==> src/rtl/pkt_framer.sv <==
module pkt_framer #(
  parameter int DEPTH = 16,
  parameter int POSW  = 12
) (
  input  logic                  clk,
  input  logic                  rst_n,
  input  logic                  in_valid,
  output logic                  in_ready,
  input  logic [31:0]           in_word,
  output logic                  out_valid,
  input  logic                  out_ready,
  output logic [32*DEPTH-1:0]   out_words,
  output logic [$clog2(DEPTH+1)-1:0] out_count,
  output logic [7:0]            out_opcode,
  output logic                  out_cont,
  output logic                  out_image,
  output logic                  out_image_read,
  output logic                  pkt_done,
  output logic                  poly_end,
  output logic [255:0]          shadow_regs
);
  localparam int IW = $clog2(DEPTH);
  localparam int CW = $clog2(DEPTH+1);

  function automatic logic [3:0] extra_words(input logic [7:0] op);
    logic [3:0] r;
    casez (op)
      8'h02:        r = 4'd2;
      8'b001?????: begin
        case (op[4:2])
          3'd0: r = 4'd3;  3'd1: r = 4'd6;  3'd2: r = 4'd4;  3'd3: r = 4'd8;
          3'd4: r = 4'd5;  3'd5: r = 4'd8;  3'd6: r = 4'd7;  default: r = 4'd11;
        endcase
      end
      8'b01000???:  r = 4'd2;
      8'b01010???:  r = 4'd3;
      8'b101?????,
      8'b110?????:  r = 4'd2;
      default:      r = 4'd0;
    endcase
    return r;
  endfunction

  logic [31:0]     buf_q [DEPTH];
  logic [31:0]     shadow_q [8];
  logic [IW-1:0]   idx_q;
  logic [POSW-1:0] pos_q;
  logic [7:0]      op_q;
  logic [CW-1:0]   cnt_q;
  logic            valid_q, cont_q, done_q, pend_q;

  wire             accept   = in_valid && !valid_q;
  wire             first    = (pos_q == '0);
  wire [7:0]       cur_op   = first ? in_word[31:24] : op_q;
  wire             is_flat  = (cur_op[7:3] == 5'b01001);
  wire             is_shad  = (cur_op[7:3] == 5'b01011);
  wire             term     = ((in_word & 32'hF000F000) == 32'h50005000);
  wire             term_hit = term && ((is_flat && pos_q >= POSW'(3)) ||
                                       (is_shad && pos_q >= POSW'(4) && !pos_q[0]));
  wire             fixed_done = !is_flat && !is_shad &&
                                (pos_q == POSW'(extra_words(cur_op)));
  wire             done     = term_hit || fixed_done;
  wire             seg_full = !done && (idx_q == IW'(DEPTH-1));
  wire [POSW-1:0]  pos_nx   = (&pos_q) ? pos_q - 1'b1 : pos_q + 1'b1;

  assign in_ready       = !valid_q;
  assign out_valid      = valid_q;
  assign out_count      = cnt_q;
  assign out_opcode     = op_q;
  assign out_cont       = cont_q;
  assign out_image      = (op_q[7:5] == 3'b101) || (op_q[7:5] == 3'b110);
  assign out_image_read = (op_q[7:5] == 3'b110);
  assign pkt_done       = done_q;
  assign poly_end       = pend_q;

  for (genvar g = 0; g < DEPTH; g++) begin : g_words
    assign out_words[32*g +: 32] = buf_q[g];
  end
  for (genvar s = 0; s < 8; s++) begin : g_shadow
    assign shadow_regs[32*s +: 32] = shadow_q[s];
  end

  always_ff @(posedge clk) begin
    if (accept) buf_q[idx_q] <= in_word;
  end

  always_ff @(posedge clk) begin
    if (!rst_n) begin
      for (int i = 0; i < 8; i++) shadow_q[i] <= {8'hE0 + 8'(i), 24'h0};
    end else if (accept && first && in_word[31:27] == 5'b11100) begin
      shadow_q[in_word[26:24]] <= in_word;
    end
  end

  always_ff @(posedge clk) begin
    if (!rst_n) begin
      idx_q   <= '0;
      pos_q   <= '0;
      op_q    <= '0;
      cnt_q   <= '0;
      valid_q <= 1'b0;
      cont_q  <= 1'b0;
      done_q  <= 1'b0;
      pend_q  <= 1'b0;
    end else begin
      done_q <= 1'b0;
      pend_q <= 1'b0;
      if (valid_q && out_ready) valid_q <= 1'b0;
      if (accept) begin
        if (first) op_q <= in_word[31:24];
        if (done) begin
          valid_q <= 1'b1;
          cont_q  <= 1'b0;
          cnt_q   <= CW'(idx_q) + 1'b1;
          idx_q   <= '0;
          pos_q   <= '0;
          done_q  <= 1'b1;
          pend_q  <= term_hit;
        end else if (seg_full) begin
          valid_q <= 1'b1;
          cont_q  <= 1'b1;
          cnt_q   <= CW'(DEPTH);
          idx_q   <= '0;
          pos_q   <= pos_nx;
        end else begin
          idx_q   <= idx_q + 1'b1;
          pos_q   <= pos_nx;
        end
      end
    end
  end

  assert_hold_stable_R12: assert property (@(posedge clk) disable iff (!rst_n)
    valid_q && !out_ready |=> valid_q && $stable(cnt_q) && $stable(op_q) && $stable(cont_q));

  assert_done_with_valid_R11: assert property (@(posedge clk) disable iff (!rst_n)
    pkt_done |-> out_valid && !out_cont);

  assert_done_one_cycle_R11: assert property (@(posedge clk) disable iff (!rst_n)
    pkt_done |=> !pkt_done);

  assert_poly_end_strip_R5: assert property (@(posedge clk) disable iff (!rst_n)
    poly_end |-> pkt_done && (op_q[7:3] == 5'b01001 || op_q[7:3] == 5'b01011));

  assert_count_range_R3: assert property (@(posedge clk) disable iff (!rst_n)
    out_valid |-> out_count != '0 && out_count <= CW'(DEPTH));

  assert_segment_full_R10: assert property (@(posedge clk) disable iff (!rst_n)
    out_valid && out_cont |-> out_count == CW'(DEPTH));
endmodule

==> config.mk <==
export PLATFORM = sky130hd
export DESIGN_NAME = pkt_framer
export DESIGN_NICKNAME = d
export VERILOG_FILES = /design/src/rtl/pkt_framer.sv
export SDC_FILE = /design/constraint.sdc
export NUM_CORES = 1
export LEC_CHECK = 0
export BUFFER_PORTS_ARGS = -buffer_cell sky130_fd_sc_hd__clkbuf_2
export CORE_AREA = 5 5 316 318
export CTS_CLUSTER_DIAMETER = 120
export DETAILED_ROUTE_END_ITERATION = 12
export DIE_AREA = 0 0 321 323
export PLACE_DENSITY_LB_ADDON = 0.3
export SLEW_MARGIN = 15
export SYNTH_ARGS = -nofsm -noshare
export SYNTH_HDL_FRONTEND = slang
export SYNTH_SLANG_ARGS = --single-unit
export TNS_END_PERCENT = 1
==> constraint.sdc <==
create_clock -name clk -period 14.99 [get_ports clk]
set_clock_uncertainty 0.2 [all_clocks]
set_input_delay 0.7495 -clock clk [delete_from_list [all_inputs] [get_ports clk]]
set_output_delay 0.7495 -clock clk [all_outputs]
set_load 0.01 [all_outputs]
After elaboration in Yosys (flattened, before gate mapping) --
Memories as Yosys holds them, arrays and structs flattened. Cells that the tools add are included.
Operators by class: add/subtract/negate cells 4, $lt $le $gt $ge 2, equality and inequality tests 20, muxes and demuxes 25, reduce and logical (&&, ||, !) cells 29
Operators with widths (count):
- 2-to-1 mux 32 bit | 1
- OR reduction 32 bit | 1
- 2-to-1 mux 12 bit | 2
- one-hot mux 4 bit (6 select lines) | 1
- == test 3 bit (second input constant) | 7
- == test 5 x 4 -> 1 bit (second input constant) | 4
- 2-to-1 mux 1 bit | 14
- adder 12 x 1 -> 12 bit (second input constant) | 1
- == test 12 x 4 -> 1 bit | 1
- greater-or-equal comparator 12 x 2 -> 1 bit (second input constant) | 1
- greater-or-equal comparator 12 x 3 -> 1 bit (second input constant) | 1
- logical NOT 12 bit | 1
- one-hot mux 4 bit (3 select lines) | 1
- AND reduction 12 bit | 1
- subtractor 12 x 1 -> 12 bit (second input constant) | 1
- logical AND 1 bit | 11
- 2-to-1 mux 5 bit | 2
- == test 8 x 2 -> 1 bit (second input constant) | 1
- == test 8 x 7 -> 1 bit (second input constant) | 1
- 2-to-1 mux 4 bit | 2
- 2-to-1 mux 8 bit | 1
- == test 3 x 1 -> 1 bit (second input constant) | 2
- == test 3 x 2 -> 1 bit (second input constant) | 2
- adder 4 x 1 -> 5 bit (second input constant) | 1
- other kinds (12) | 19
Word-level totals: flip-flop bits (word level) 33, memory bits (writable) 768, word-level logic and storage cells 90, memories 2
Memory list:
- buf_q | depth 16, bits a word 32, read ports 16, clocked after Yosys merged registers in 0, write ports 1, line 44 | logic [31:0] buf_q [DEPTH];
- shadow_q | depth 8, bits a word 32, read ports 8, clocked after Yosys merged registers in 0, write ports 8, line 45 | logic [31:0] shadow_q [8];

Longest topological paths before layout --
depth in word-level cells 14, mapped depth 17, mapped depth without buffers 13

Worst setup path after synthesis --
Ideal clock, no wire load.
path kind reg2reg, from register pos_q[0], to memory shadow_q[2][0], enable pin, setup time 0.466 ns, data arrival time 4.552 ns, slack 9.772 ns, stages on the path, launching flop included 10, buffers on the path 3, clock period less this slack 5.218 ns, cell sequence dfxtp_1 > clkbuf_1 > or4_1 > nor3_4 > buf_6 > buf_2 > nand2_1 > nor3_1 > nand2b_1 > o21ai_0
RTL lines:
- start: declaration | line 47 | logic [POSW-1:0] pos_q;
- start signal: assignment | line 124 | pos_q <= pos_nx;
- start signal: assignment | line 127 | pos_q <= pos_nx;
- end: declaration | line 45

==> summary.txt <==
Status
  • Outcome: finished clean

Pwr
  • Comb pwr share: 6.7%
  • Clk network pwr share: 43.4%
  • Sw Share: 23.2%
  • Peak supply drop: 0.0836 mV
  • Leak: 14.2 nW
  • P_int: 0.00395 W
  • Sequential power share: 49.9%
  • PD cells: 142 mW/mm²
  • Net Sw Power: 0.00120 W

STA
  • TNS Setup: 0 ps
  • RSZ-0062 raised after global routing: false
  • Worst Tran Pin Value: 1120 ps
  • Pins over their slew limit: 0
  • Slew headroom: 25.0%
  • Period minus WS final: 4860 ps
  • Final hold violation count: 0
  • # setup viols final: 0
  • Final period utilization: 32.4%
  • Max frequency: 206 MHz

Critical path
  • Worst R2R Setup Slack: 10130 ps
  • CP Launch Type: flop
  • Max FO, Critical Path: 32
  • Kind of end point of the critical path: flop
  • Critical setup path kind: flop to flop
  • WP data arrival: 4920 ps
  • Worst path required time: 15040 ps

Global route
  • Largest net degree at the start of global routing: 33
  • Antenna violations before repair: 11
  • Vias in the first global route: 16077
  • Gr usage total: 17.4%
  • GR Overflow Total: 0
  • Global-route wire length before repair: 127 mm

Clocking
  • CTS Sinks: 801
  • Clk slew on worst S/H paths: 60 ps
  • Root Buffer: clkbuf_16
  • Insertion delay to the later sink of the worst-skew pair: 650 ps
  • Max Root-Sink Buffers: 3
  • # hold bufs at CTS: 0
  • CTS tree: yes
  • Post-CTS sizing: 0
  • H-tree Lvls: 3
  • Post-CTS Setup Bufs: 0
  • CTS buffer count: 87

Yosys
  • Synthesized instance count: 1311
  • Synth Register Bits: 801
  • Most used DFF post-synth: edfxtp_1
  • EDFF count, synth: 768
  • Seq/Total Area, Yosys: 88.2%
  • Cell Area, Synth: 0.0269 mm²
  • YS warnings: 0
  • Syn Area/Cell: 20.5 µm²
  • Synth unique cells: 51
  • Ys async rst share: 0%

Cells and area
  • Layout fillers: 8996
  • Share of cells above drive strength 1: 44.0%
  • Post-route cell area: 0.0362 mm²
  • Commonest non-fill, non-tap cells in the layout: 823 x clkbuf_2, 768 x edfxtp_1, 194 x and2_1
  • Nets: 2342
  • Layout area overhead: 34.7%
  • Commonest non-fill, non-tap cell in the layout: clkbuf_2

Place
  • Hpwl dp: 65.4 mm
  • DP Area: 0.0332 mm²
  • Port Buffers: 823
  • Final GP Congestion: 0.797

Floorplanning
  • Core area: 0.0963 mm²
  • Initial Util: 27.9%
  • Ports: 824
  • Die ar.: 0.104 mm²
  • Die width: 321 µm
  • DIE HEIGHT: 323 µm
  • Site Rows: 114

Drt
  • Total number of vias: 15969
  • Drt initial violations: 1244
  • Final WL: 95.2 mm
  • Per-cell routed wire length: 26.1 µm
  • DRT Pass-1 Iters: 5
  • # DRC: 0
  • Drt via density: 4.38
  • DRT antenna net count: 0

Job
  • Maxcap violations: 0

Worst hold path
  • Worst hold path class: primary input to flop
==> kinds of logic after synthesis <==
kind of cell             after synthesis  synth area share (%)
flip-flops                           801                  88.2
AND/OR/NAND/NOR                      334                  7.14
AO/OA/AOI/OAI                         78                  2.00
buffers and inverters                 48                 0.712
adder cells (fa/ha/maj)               18                 0.865
multiplexers                          16                 0.614
XOR/XNOR                              14                 0.456
other                                  2                0.0279
==> state kept, by name, indices dropped and copies added (netlist names) <==
signal,count
pkt_done,1
shadow_q,256
out_valid,1
out_count,5
pos_q,12
idx_q,4
out_cont,1
buf_q,512
poly_end,1
out_opcode,8
==> synthesized netlist by cell type (12+ instances only) <==
library cell	n	area (µm²)
edfxtp_1	768	23100
and2_1	194	1210
nor2_1	39	146
nand2_1	35	131
dfxtp_1	33	661
clkbuf_1	29	109
nand3_1	19	95.1
a21oi_1	18	90.1
ha_1	17	213
inv_1	15	56.3
mux2i_1	12	120
o21ai_0	12	60.1
==> layout make-up <==
cell class | count | area [µm²] | share of cell area (%)
inverter | 15 | 56.3 | 0.155
multi-input combinational | 524 | 3420 | 9.45
clock inverter | 65 | 763 | 2.11
antenna | 5 | 12.5 | 0.0345
timing repair buffer | 859 | 4410 | 12.2
sequential | 801 | 23700 | 65.5
tap | 1276 | 1600 | 4.41
clock buffer | 99 | 2240 | 6.19
==> path summary, 6_finish.rpt <==
check | startpoint | to | cells after the start
min | out_ready | out_valid | 3
max | pos_q[7] | shadow_q[1][5] | 9
min reg2reg | out_opcode[1] | out_opcode[1] | 2
max reg2reg | pos_q[7] | shadow_q[1][5] | 9
==> metrics by stage <==
step | hold WS, ps | cells | power [W] | setup WS [ps] | util (%)
final | 267 | 3644 | 0.00514 | 10130 | 37.6
after global routing | 239 | 3639 | 0.00533 | 9700 | 37.6
after CTS | 199 | 3638 | 0.00521 | 9940 | 37.6
after detailed placement | 285 | 3474 | 0.00297 | 9990 | 34.5
after global placement | 271 | 3474 | 0.00296 | 10120 | 34.5
after floorplan | 280 | 1373 | 0.00277 | 9770 | -
==> power by group through the flow <==
stage | registers (W) | clock network, W | logic [W]
final | 0.00257 | 0.00223 | 0.000345
after global routing | 0.00258 | 0.00239 | 0.000370
after CTS | 0.00257 | 0.00229 | 0.000350
after global placement | 0.00261 | 0 | 0.000345
after detailed placement | 0.00262 | 0 | 0.000349
after floorplan | 0.00265 | 0 | 0.000119
==> routing by layer <==
layer | GRT usage, % | wire length [µm] | vias up
met5 | 0 | 0 | -
met4 | 6.42 | 3360 | 0
met3 | 4.24 | 7080 | 151
met2 | 30.3 | 48000 | 797
met1 | 21.2 | 36800 | 8109
li1 | - | - | 6912
==> worst max-delay path, cell delays in order (launching register included) <==
cell and delay [ps]:
dfxtp_1 340, or4_1 640, nor3_4 220, buf_4 330, nand2_1 240, nor3_1 720
nand2_1 500, nor3_2 250, buf_4 270, nand2b_2 720
No activity file was read; power rests on OpenSTA's default activity.
